[config.mk]
export PLATFORM = sky130hd
export DESIGN_NAME = io_reg_window
export DESIGN_NICKNAME = d
export VERILOG_FILES = /design/src/rtl/iow_pkg.sv /design/src/rtl/iow_decode.sv /design/src/rtl/iow_regs.sv /design/src/rtl/iow_seq.sv /design/src/rtl/io_reg_window.sv
export SDC_FILE = /design/constraint.sdc
export NUM_CORES = 1
export LEC_CHECK = 0
export BUFFER_PORTS_ARGS = -buffer_cell sky130_fd_sc_hd__buf_2
export CORE_ASPECT_RATIO = 1.75
export CORE_UTILIZATION = 59
export CTS_BUF_LIST = sky130_fd_sc_hd__clkbuf_2
export DETAILED_ROUTE_END_ITERATION = 7
export PLACE_DENSITY = 0.79
export SYNTH_ARGS = -nofsm -noshare
export SYNTH_HDL_FRONTEND = slang
export SYNTH_SLANG_ARGS = --single-unit
[constraint.sdc]
create_clock -name clk -period 2.9 [get_ports clk]
set_input_delay 0.29 -clock clk [delete_from_list [all_inputs] [get_ports clk]]
set_output_delay 0.29 -clock clk [all_outputs]
set_load 0.005 [all_outputs]
[src/rtl/iow_pkg.sv]
package iow_pkg;

    localparam int WIN_AW    = 5;
    localparam int DATA_W    = 32;
    localparam int LANES     = DATA_W / 8;

    typedef enum logic [1:0] {
        SZ_BYTE  = 2'd0,
        SZ_WORD  = 2'd1,
        SZ_DWORD = 2'd2,
        SZ_RSVD  = 2'd3
    } acc_size_e;

    typedef enum logic [2:0] {
        TG_NONE,
        TG_PROM,
        TG_CSR,
        TG_PTR,
        TG_RST,
        TG_BCR
    } target_e;

    typedef enum logic [2:0] {
        ST_IDLE,
        ST_ACK,
        ST_ACK_SRST,
        ST_RESET,
        ST_RETRY
    } seq_state_e;

    // window layout
    localparam logic [WIN_AW-1:0] PROM_SPAN = 5'h10;
    localparam logic [WIN_AW-1:0] W_CSR     = 5'h10;
    localparam logic [WIN_AW-1:0] W_PTR     = 5'h12;
    localparam logic [WIN_AW-1:0] W_RST     = 5'h14;
    localparam logic [WIN_AW-1:0] W_BCR     = 5'h16;
    localparam logic [WIN_AW-1:0] D_CSR     = 5'h10;
    localparam logic [WIN_AW-1:0] D_PTR     = 5'h14;
    localparam logic [WIN_AW-1:0] D_RST     = 5'h18;
    localparam logic [WIN_AW-1:0] D_BCR     = 5'h1C;

    // bus-configuration bit positions
    localparam int BCR_PROM_IDX = 2;
    localparam int BCR_PROM_BIT = 8;
    localparam int BCR_MODE_IDX = 3;
    localparam int BCR_MODE_BIT = 7;

    function automatic logic [2:0] size_bytes(input acc_size_e sz);
        unique case (sz)
            SZ_BYTE:  size_bytes = 3'd1;
            SZ_WORD:  size_bytes = 3'd2;
            SZ_DWORD: size_bytes = 3'd4;
            default:  size_bytes = 3'd0;
        endcase
    endfunction

endpackage

[src/rtl/iow_decode.sv]
module iow_decode
    import iow_pkg::*;
(
    input  logic              dword_mode,
    input  logic [WIN_AW-1:0] addr,
    input  logic [1:0]        size,
    input  logic              write,
    output target_e           target,
    output logic              set_dword
);

    acc_size_e sz;
    assign sz = acc_size_e'(size);

    always_comb begin
        target    = TG_NONE;
        set_dword = 1'b0;
        if (!dword_mode) begin
            if (addr < PROM_SPAN) begin
                if (sz == SZ_BYTE && !write)
                    target = TG_PROM;
                else if (sz == SZ_WORD && !addr[0])
                    target = TG_PROM;
            end else if (sz == SZ_WORD) begin
                case (addr)
                    W_CSR:   target = TG_CSR;
                    W_PTR:   target = TG_PTR;
                    W_RST:   target = TG_RST;
                    W_BCR:   target = TG_BCR;
                    default: target = TG_NONE;
                endcase
            end else if (sz == SZ_DWORD && write && addr == W_CSR) begin
                target    = TG_CSR;
                set_dword = 1'b1;
            end
        end else if (sz == SZ_DWORD && addr[1:0] == 2'b00) begin
            if (addr < PROM_SPAN) begin
                target = TG_PROM;
            end else begin
                case (addr)
                    D_CSR:   target = TG_CSR;
                    D_PTR:   target = TG_PTR;
                    D_RST:   target = TG_RST;
                    D_BCR:   target = TG_BCR;
                    default: target = TG_NONE;
                endcase
            end
        end
    end

endmodule

[src/rtl/iow_regs.sv]
module iow_regs
    import iow_pkg::*;
#(
    parameter int NREG       = 8,
    parameter int REG_W      = 16,
    parameter int PTR_W      = 8,
    parameter int PROM_BYTES = 16
) (
    input  logic                  clk,
    input  logic                  rst_n,
    input  logic                  srst,
    input  logic                  wr_en,
    input  target_e               target,
    input  logic [1:0]            size,
    input  logic [$clog2(PROM_BYTES)-1:0] byte_off,
    input  logic [DATA_W-1:0]     wdata,
    input  logic                  set_dword,
    output logic [DATA_W-1:0]     rd_data,
    output logic                  dword_mode
);

    localparam int IDX_W  = $clog2(NREG);
    localparam int PROM_AW = $clog2(PROM_BYTES);
    localparam logic [PTR_W-1:0] NREG_P = PTR_W'(NREG);
    localparam logic [IDX_W-1:0] MODE_IDX = IDX_W'(BCR_MODE_IDX);

    logic [REG_W-1:0]        csr_q [NREG];
    logic [REG_W-1:0]        bcr_q [NREG];
    logic [PTR_W-1:0]        ptr_q;
    logic                    mode_q;
    logic [PROM_BYTES*8-1:0] prom_q;

    logic             ptr_hit;
    logic [IDX_W-1:0] idx;
    logic             prom_wen;
    logic [2:0]       nbytes;
    logic [REG_W-1:0] bcr_view;

    assign ptr_hit    = ptr_q < NREG_P;
    assign idx        = ptr_q[IDX_W-1:0];
    assign prom_wen   = bcr_q[BCR_PROM_IDX][BCR_PROM_BIT];
    assign nbytes     = size_bytes(acc_size_e'(size));
    assign dword_mode = mode_q;

    always_comb begin
        bcr_view = bcr_q[idx];
        if (idx == MODE_IDX)
            bcr_view[BCR_MODE_BIT] = mode_q;
    end

    always_comb begin
        rd_data = '0;
        case (target)
            TG_PROM: begin
                for (int k = 0; k < LANES; k++) begin
                    if (k < int'(nbytes))
                        rd_data[8*k +: 8] =
                            prom_q[{byte_off + PROM_AW'(k), 3'b000} +: 8];
                end
            end
            TG_CSR:  if (ptr_hit) rd_data[REG_W-1:0] = csr_q[idx];
            TG_PTR:  rd_data[PTR_W-1:0] = ptr_q;
            TG_BCR:  if (ptr_hit) rd_data[REG_W-1:0] = bcr_view;
            default: rd_data = '0;
        endcase
    end

    // soft-reset domain: control registers and pointer
    always_ff @(posedge clk or negedge rst_n) begin
        if (!rst_n) begin
            ptr_q <= '0;
            for (int i = 0; i < NREG; i++) csr_q[i] <= '0;
        end else if (srst) begin
            ptr_q <= '0;
            for (int i = 0; i < NREG; i++) csr_q[i] <= '0;
        end else if (wr_en) begin
            if (target == TG_PTR)
                ptr_q <= wdata[PTR_W-1:0];
            if (target == TG_CSR && ptr_hit)
                csr_q[idx] <= wdata[REG_W-1:0];
        end
    end

    // hardware-reset domain: bus configuration, PROM, mode flag
    always_ff @(posedge clk or negedge rst_n) begin
        if (!rst_n) begin
            prom_q <= '0;
            mode_q <= 1'b0;
            for (int i = 0; i < NREG; i++) bcr_q[i] <= '0;
        end else if (wr_en) begin
            if (set_dword)
                mode_q <= 1'b1;
            if (target == TG_BCR && ptr_hit)
                bcr_q[idx] <= wdata[REG_W-1:0];
            if (target == TG_PROM && prom_wen) begin
                for (int k = 0; k < LANES; k++) begin
                    if (k < int'(nbytes))
                        prom_q[{byte_off + PROM_AW'(k), 3'b000} +: 8] <= wdata[8*k +: 8];
                end
            end
        end
    end

    // mode flag is sticky until hardware reset
    p_mode_sticky_r11: assert property (@(posedge clk) disable iff (!rst_n)
        mode_q |=> mode_q);

    // pointer is zero after the soft-reset pulse
    p_srst_ptr_r8: assert property (@(posedge clk) disable iff (!rst_n)
        srst |=> (ptr_q == '0));

    // PROM stays put while writes are disabled
    p_prom_guard_r4: assert property (@(posedge clk) disable iff (!rst_n)
        !prom_wen |=> $stable(prom_q));

endmodule

[src/rtl/iow_seq.sv]
module iow_seq
    import iow_pkg::*;
#(
    parameter int SRST_CYCLES = 250
) (
    input  logic clk,
    input  logic rst_n,
    input  logic req_valid,
    input  logic is_rst_read,
    output logic accept,
    output logic srst_pulse,
    output logic devsel,
    output logic trdy,
    output logic stop
);

    localparam int CNT_W = $clog2(SRST_CYCLES + 1);
    localparam logic [CNT_W-1:0] CNT_LOAD = CNT_W'(SRST_CYCLES - 1);

    seq_state_e       state_q, state_d;
    logic [CNT_W-1:0] cnt_q;
    logic             busy;

    assign busy   = (state_q == ST_RESET) || (state_q == ST_RETRY);
    assign accept = req_valid &&
                    ((state_q == ST_IDLE) || (state_q == ST_ACK) ||
                     (busy && cnt_q == '0));

    always_comb begin
        state_d = state_q;
        unique case (state_q)
            ST_IDLE, ST_ACK: begin
                if (req_valid) state_d = is_rst_read ? ST_ACK_SRST : ST_ACK;
                else           state_d = ST_IDLE;
            end
            ST_ACK_SRST: state_d = req_valid ? ST_RETRY : ST_RESET;
            ST_RESET, ST_RETRY: begin
                if (cnt_q == '0) begin
                    if (req_valid) state_d = is_rst_read ? ST_ACK_SRST : ST_ACK;
                    else           state_d = ST_IDLE;
                end else begin
                    state_d = req_valid ? ST_RETRY : ST_RESET;
                end
            end
            default: state_d = ST_IDLE;
        endcase
    end

    always_ff @(posedge clk or negedge rst_n) begin
        if (!rst_n) begin
            state_q <= ST_IDLE;
            cnt_q   <= '0;
        end else begin
            state_q <= state_d;
            if (state_q == ST_ACK_SRST)
                cnt_q <= CNT_LOAD;
            else if (busy && cnt_q != '0)
                cnt_q <= cnt_q - 1'b1;
        end
    end

    always_comb begin
        devsel     = 1'b0;
        trdy       = 1'b0;
        stop       = 1'b0;
        srst_pulse = 1'b0;
        unique case (state_q)
            ST_ACK:      begin devsel = 1'b1; trdy = 1'b1; end
            ST_ACK_SRST: begin devsel = 1'b1; trdy = 1'b1; srst_pulse = 1'b1; end
            ST_RETRY:    begin devsel = 1'b1; stop = 1'b1; end
            default:     ;
        endcase
    end

    // accepted request completes in the next cycle
    p_accept_ack_r2: assert property (@(posedge clk) disable iff (!rst_n)
        accept |=> (devsel && trdy && !stop));

    // refused request gets a retry termination
    p_refuse_retry_r9: assert property (@(posedge clk) disable iff (!rst_n)
        (req_valid && !accept) |=> (devsel && stop && !trdy));

    // completion and retry are exclusive
    p_trdy_stop_excl_r9: assert property (@(posedge clk) disable iff (!rst_n)
        !(trdy && stop));

    // soft-reset pulse is followed by the busy window
    p_pulse_busy_r8: assert property (@(posedge clk) disable iff (!rst_n)
        srst_pulse |=> busy);

endmodule

[src/rtl/io_reg_window.sv]
module io_reg_window
    import iow_pkg::*;
#(
    parameter int SRST_CYCLES = 250,
    parameter int NREG        = 8,
    parameter int REG_W       = 16,
    parameter int PTR_W       = 8,
    parameter int PROM_BYTES  = 16
) (
    input  logic              clk,
    input  logic              rst_n,
    input  logic              req_valid,
    input  logic              req_write,
    input  logic [4:0]        req_addr,
    input  logic [1:0]        req_size,
    input  logic [31:0]       req_wdata,
    output logic [31:0]       rdata,
    output logic              devsel,
    output logic              trdy,
    output logic              stop,
    output logic              soft_reset,
    output logic              dword_mode
);

    localparam int PROM_AW = $clog2(PROM_BYTES);

    target_e            target;
    logic               set_dword;
    logic               accept;
    logic               srst_pulse;
    logic [DATA_W-1:0]  rd_data;
    logic [DATA_W-1:0]  rdata_q;
    logic               is_rst_read;

    assign is_rst_read = (target == TG_RST) && !req_write;

    iow_decode u_decode (
        .dword_mode (dword_mode),
        .addr       (req_addr),
        .size       (req_size),
        .write      (req_write),
        .target     (target),
        .set_dword  (set_dword)
    );

    iow_regs #(
        .NREG       (NREG),
        .REG_W      (REG_W),
        .PTR_W      (PTR_W),
        .PROM_BYTES (PROM_BYTES)
    ) u_regs (
        .clk        (clk),
        .rst_n      (rst_n),
        .srst       (srst_pulse),
        .wr_en      (accept && req_write),
        .target     (target),
        .size       (req_size),
        .byte_off   (req_addr[PROM_AW-1:0]),
        .wdata      (req_wdata),
        .set_dword  (set_dword),
        .rd_data    (rd_data),
        .dword_mode (dword_mode)
    );

    iow_seq #(
        .SRST_CYCLES (SRST_CYCLES)
    ) u_seq (
        .clk         (clk),
        .rst_n       (rst_n),
        .req_valid   (req_valid),
        .is_rst_read (is_rst_read),
        .accept      (accept),
        .srst_pulse  (srst_pulse),
        .devsel      (devsel),
        .trdy        (trdy),
        .stop        (stop)
    );

    always_ff @(posedge clk or negedge rst_n) begin
        if (!rst_n)
            rdata_q <= '0;
        else if (accept)
            rdata_q <= req_write ? '0 : rd_data;
    end

    assign rdata      = rdata_q;
    assign soft_reset = srst_pulse;

endmodule

==> results of run 1 <==
[cell families after synthesis]
| family | count (synthesis) | share of synthesized area (%) |
|---|---|---|
| adders and majority gates | 16 | 0.662 |
| DFF | 435 | 36.0 |
| xor gates and xnor gates | 25 | 0.774 |
| buffers and inverters | 332 | 4.47 |
| AOI/OAI and AO/OA | 787 | 16.8 |
| and+or+nand+nor | 995 | 15.5 |
| muxes | 525 | 25.8 |
[metrics by stage]
stage,hold slack (ns),area (sq um),instances,setup TNS (ns),worst slack (ns)
after floorplan,-0.00559,30600,3115,-11.39,-0.250
after global placement,0.306,34800,4003,-1.30,-0.340
after detailed placement,0.309,34800,4003,-10.68,-0.498
after CTS,0.0238,36600,4268,-0.00156,-0.000949
[metal layers]
metal	overflow	GRT usage (%)
met2	7	91.4
met5	0	7.78
met3	0	40.1
met4	6	73.1
met1	0	67.0
[what timing repair did]
item,CTS
resized for setup,27
hold buffers,59
setup endpoints to repair,376
gates cloned,5
buffers inserted,12
endpoints found under the hold margin,855
pin swaps,7
==> impl_results.md, run 1 <==
* Post-synth EDFFs at 0
* Largest net degree at the start of global routing at 108
* CTS HTree Levels at 3
* Clock tree root driver cell: sky130_fd_sc_hd__clkbuf_2
* Cell types with the largest area share after synthesis: sky130_fd_sc_hd__dfrtp_1, sky130_fd_sc_hd__mux4_2, sky130_fd_sc_hd__mux2_2, sky130_fd_sc_hd__nand2_1, sky130_fd_sc_hd__mux2i_1
* Error message: [ERROR GRT-0116] Global routing finished with congestion. Check the congestion regions in the DRC Viewer.
* CTS Buf Count at 102
* Global-route wire length before repair at 252000 um
* Synth top cells by count: sky130_fd_sc_hd__dfrtp_1, sky130_fd_sc_hd__nand2_1, sky130_fd_sc_hd__o21ai_0
* FP Rows at 109
* Clock sinks at 435
* Overall global routing resource usage at 67.2%
* Sequential element share of the synthesized area at 36.0%
* Last stage: global routing (5_1_grt)
* Result of the run: aborted with a tool error
* Share of flip-flops with an asynchronous set or reset after synthesis at 100%
* Most common flop cell mapped by yosys: sky130_fd_sc_hd__dfrtp_1
* Placed wire-length estimate at 108000 um
* Max Buffers Root-to-Sink at 3
* Mean post-synth cell area at 9.71 sq um
* Number of global-route vias before repair at 35200
* I/O Pins at 80
* Final Wtd Congestion at 1.16
* Number of distinct library cells after synthesis at 93
* Post-synthesis net count at 3174
* GRT Residual Overflow at 13
* Starting density of the core at 59.8%
* Cell taking the most area after synthesis: sky130_fd_sc_hd__dfrtp_1
* Gate count of the mapped netlist at 3115
* Yosys warns at 0
* Die Width at 173 um
* Fraction of synthesized cell area taken by the top area cell type at 36.0%
* Number of input and output port buffers inserted at 79
* Yosys reg bits at 435
* Die Y at 301 um
* Most numerous cell in the Yosys netlist: sky130_fd_sc_hd__dfrtp_1
* Post-synthesis cell area at 30200 sq um
==> run 2, diff against run 1 <==
--- a/config.mk
+++ b/config.mk
@@ -6,11 +6,9 @@
 export NUM_CORES = 1
 export LEC_CHECK = 0
 export BUFFER_PORTS_ARGS = -buffer_cell sky130_fd_sc_hd__buf_2
-export CORE_ASPECT_RATIO = 1.75
-export CORE_UTILIZATION = 59
-export CTS_BUF_LIST = sky130_fd_sc_hd__clkbuf_2
+export CORE_UTILIZATION = 40
 export DETAILED_ROUTE_END_ITERATION = 7
-export PLACE_DENSITY = 0.79
+export PLACE_DENSITY_LB_ADDON = 0.15
 export SYNTH_ARGS = -nofsm -noshare
 export SYNTH_HDL_FRONTEND = slang
 export SYNTH_SLANG_ARGS = --single-unit
==> constraint.sdc (replaced) <==
create_clock -name clk -period 3.75 [get_ports clk]
set_input_delay 0.375 -clock clk [delete_from_list [all_inputs] [get_ports clk]]
set_output_delay 0.375 -clock clk [all_outputs]
set_load 0.005 [all_outputs]
==> impl_results.md, run 2 <==
* Number of instances in the placed design at 4023
* Clock tree root driver cell: sky130_fd_sc_hd__clkbuf_16
* Synth top cells by count: sky130_fd_sc_hd__dfrtp_1, sky130_fd_sc_hd__nand2_1, sky130_fd_sc_hd__o21ai_0
* Clock skew after layout at 0.0290 ns
* Share of flip-flops with an asynchronous set or reset after synthesis at 100%
* I/O Pins at 80
* Starting density of the core at 40.5%
* Path type of the worst min-delay path: in -> reg
* Most common flop cell mapped by yosys: sky130_fd_sc_hd__dfrtp_1
* Worst Setup Start Kind: flop
* Final min period at 3.58 ns
* Total Wirelength at 135000 um
* Clock sinks at 435
* Die Y at 277 um
* Worst Path Required at 4.19 ns
* CP Class: reg -> reg
* Transition time at the pin with the least slew margin at 1.22 ns
* Sequential share of power at 41.0%
* Share of total power in the clock network at 41.8%
* Highest-count cells in the layout ignoring fill and taps: sky130_fd_sc_hd__dfrtp_1, sky130_fd_sc_hd__nand2_1, sky130_fd_sc_hd__o21ai_0
* Unrepaired setup endpoints after global routing: no
* DRT Pass-1 Iters at 6
* Initial antenna violation count at 12
* Fill cell count at 7082
* FP Rows at 100
* Post-layout util at 45.9%
* Endpoint arrival time on the critical path at 4.02 ns
* Leak Pwr at 0.0145 uW
* Yosys warns at 0
* TritonCTS clock tree: yes
* Post-Layout Cell Count at 4123
* Number of global-route vias before repair at 27000
* Worst IR Drop VDD at 0.367 mV
* Mean post-synth cell area at 9.71 sq um
* Cell Pwr Density at 400 nW/um^2
* Highest fanout seen on the critical path at 98
* Fraction of layout instances using a drive strength above 1 at 24.4%
* Sequential element share of the synthesized area at 36.0%
* Post-CTS Setup Repair Bufs at 0
* Cell taking the most area after synthesis: sky130_fd_sc_hd__dfrtp_1
* Overall global routing resource usage at 34.7%
* P_int at 9540 uW
* Switch Pwr at 4130 uW
* Global-route wire length before repair at 195000 um
* Most frequent standard cell in the layout excluding fill and tap cells: sky130_fd_sc_hd__dfrtp_1
* Yosys reg bits at 435
* Most numerous cell in the Yosys netlist: sky130_fd_sc_hd__dfrtp_1
* Post-synthesis cell area at 30200 sq um
* Clock transition at the registers of the reported paths at 0.07 ns
* Final Wtd Congestion at 1.03
* Period utilization at 95.4%
* Largest net degree at the start of global routing at 263
* Die Width at 277 um
* Skew-Pair Late Insertion Delay at 0.64 ns
* Total die area at 76700 sq um
* # DRC at 0
* Registers with the highest flip-flop counts: u_regs.csr_q x128, u_regs.prom_q x128, u_regs.bcr_q x127
* Per-cell routed wire length at 32.8 um
* Post-synthesis net count at 3174
* Result of the run: finished clean
* Post-synth EDFFs at 0
* Fmax at 0.279 GHz
* Number of distinct library cells after synthesis at 93
* Violation count after the first detailed-route iteration at 3995
* Maximum capacitance violations at 0
* Cell types with the largest area share after synthesis: sky130_fd_sc_hd__dfrtp_1, sky130_fd_sc_hd__mux4_2, sky130_fd_sc_hd__mux2_2, sky130_fd_sc_hd__nand2_1, sky130_fd_sc_hd__mux2i_1
* Sw Ratio at 30.2%
* CTS HTree Levels at 2
* Combinational cell fraction of total power at 17.2%
* CTS Buf Count at 52
* Max Buffers Root-to-Sink at 3
* Slew Limit Fails at 0
* Placed wire-length estimate at 95300 um
* Fraction of synthesized cell area taken by the top area cell type at 36.0%
* DR vias/cell at 6.91
* ANT nets after route at 0
* GRT Residual Overflow at 0
* Relative slew slack at 17.8%
* Endpoint kind of the worst setup timing path: flop
* Gate count of the mapped netlist at 3115
* Number of input and output port buffers inserted at 79
* Final Hold Vio Count at 0
* Final Setup Violations at 0
* Relative area change from synthesis to final layout at 13.1%
* NumNets Final at 3168
* Placeable core region at 74600 sq um
* Number of vias after detailed routing at 28500
run 2: cell counts after synthesis:
No cell type changed its count.
run 2: routing by layer:
metal / vias to the layer above / GRT usage [%] / share of wire [%]
li1: 11800 / - / -
met1: 14400 / 49.9 / 42
met2: 1948 / 48.4 / 41
met3: 369 / 11.4 / 13
met4: 18 / 12.4 / 4.2
met5: - / 0 / 0.22
run 2: final cells by class:
cell class	instances	area, sq um	area share (%)
inverter	16	60.1	0.176
clock inverter	20	402	1.17
multi-input combinational	2348	18100	53.1
antenna	5	12.5	0.0366
clock buffer	74	1510	4.43
tap	969	1210	3.55
sequential	435	10900	31.9
timing repair buffer	256	1950	5.70
run 2: power groups by stage:
stage | logic [uW] | clock network, uW | registers [uW]
floorplan | 1450 | 0 | 5570
global placement | 2250 | 0 | 5650
detailed placement | 2300 | 0 | 5680
CTS | 2310 | 5790 | 5600
global route | 2540 | 5970 | 5670
finish | 2350 | 5720 | 5600
run 2: kinds of logic (layout without fill, tap and decap cells):
kind of cell,Yosys count,after routing,share of synthesized area (%)
adder cells (fa/ha/maj),16,16,0.662
XOR/XNOR,25,25,0.774
buffers and inverters,332,366,4.47
AO/OA/AOI/OAI,787,787,16.8
flip-flops,435,435,36.0
multiplexers,525,525,25.8
other,0,5,0
AND/OR/NAND/NOR,995,995,15.5
run 2: critical path, cell delays in order, from the launching register on:
cell and delay (ns):
sky130_fd_sc_hd__dfrtp_1 0.40, sky130_fd_sc_hd__inv_1 0.07, sky130_fd_sc_hd__ha_1 0.17, sky130_fd_sc_hd__or3b_2 0.54, sky130_fd_sc_hd__nor4_4 0.36, sky130_fd_sc_hd__a311o_1 0.37
sky130_fd_sc_hd__nand4_1 0.41, sky130_fd_sc_hd__buf_12 0.38, sky130_fd_sc_hd__or3_1 0.44, sky130_fd_sc_hd__o21ai_0 0.09, sky130_fd_sc_hd__a31oi_1 0.07
run 2: repair_timing:
| item | in CTS | in global routing |
|---|---|---|
| hold buffers | 1 | 0 |
| endpoints found under the setup margin | 0 | 6 |
| endpoints found under the hold margin | 59 | 0 |
| resized for setup | 0 | 1 |
run 2: final timing paths:
kind / cells past startpoint / slack, ns / startpoint / endpoint
min in group asynchronous: 2 / 0.28 / rst_n / u_regs.csr_q[85]
worst max register to register: 10 / 0.17 / u_seq.cnt_q[0] / u_regs.prom_q[58]
worst min register to register: 1 / 0.50 / rdata[23] / rdata[23]
worst min-delay path: 2 / 0.07 / req_valid / u_seq.state_q[2]
max in group asynchronous: 3 / 2.39 / rst_n / u_regs.prom_q[124]
worst max-delay path: 10 / 0.17 / u_seq.cnt_q[0] / u_regs.prom_q[58]
run 2: per-stage QoR:
step / total power (uW) / setup TNS [ns] / hold slack [ns] / instance area [sq um] / setup WS (ns)
after detailed placement: 7980 / -0.00729 / 0.383 / 32200 / -0.00729
after global routing: 14200 / 0 / 0.0746 / 34200 / 0.0798
after CTS: 13700 / 0 / 0.0448 / 34200 / 0.0254
final: 13700 / 0 / 0.0702 / 34200 / 0.171
after floorplan: 7020 / 0 / 0.0794 / 30200 / 0.0120
after global placement: 7900 / -0.0950 / 0.377 / 32200 / -0.0423
No activity file was read; power rests on OpenSTA's default activity.
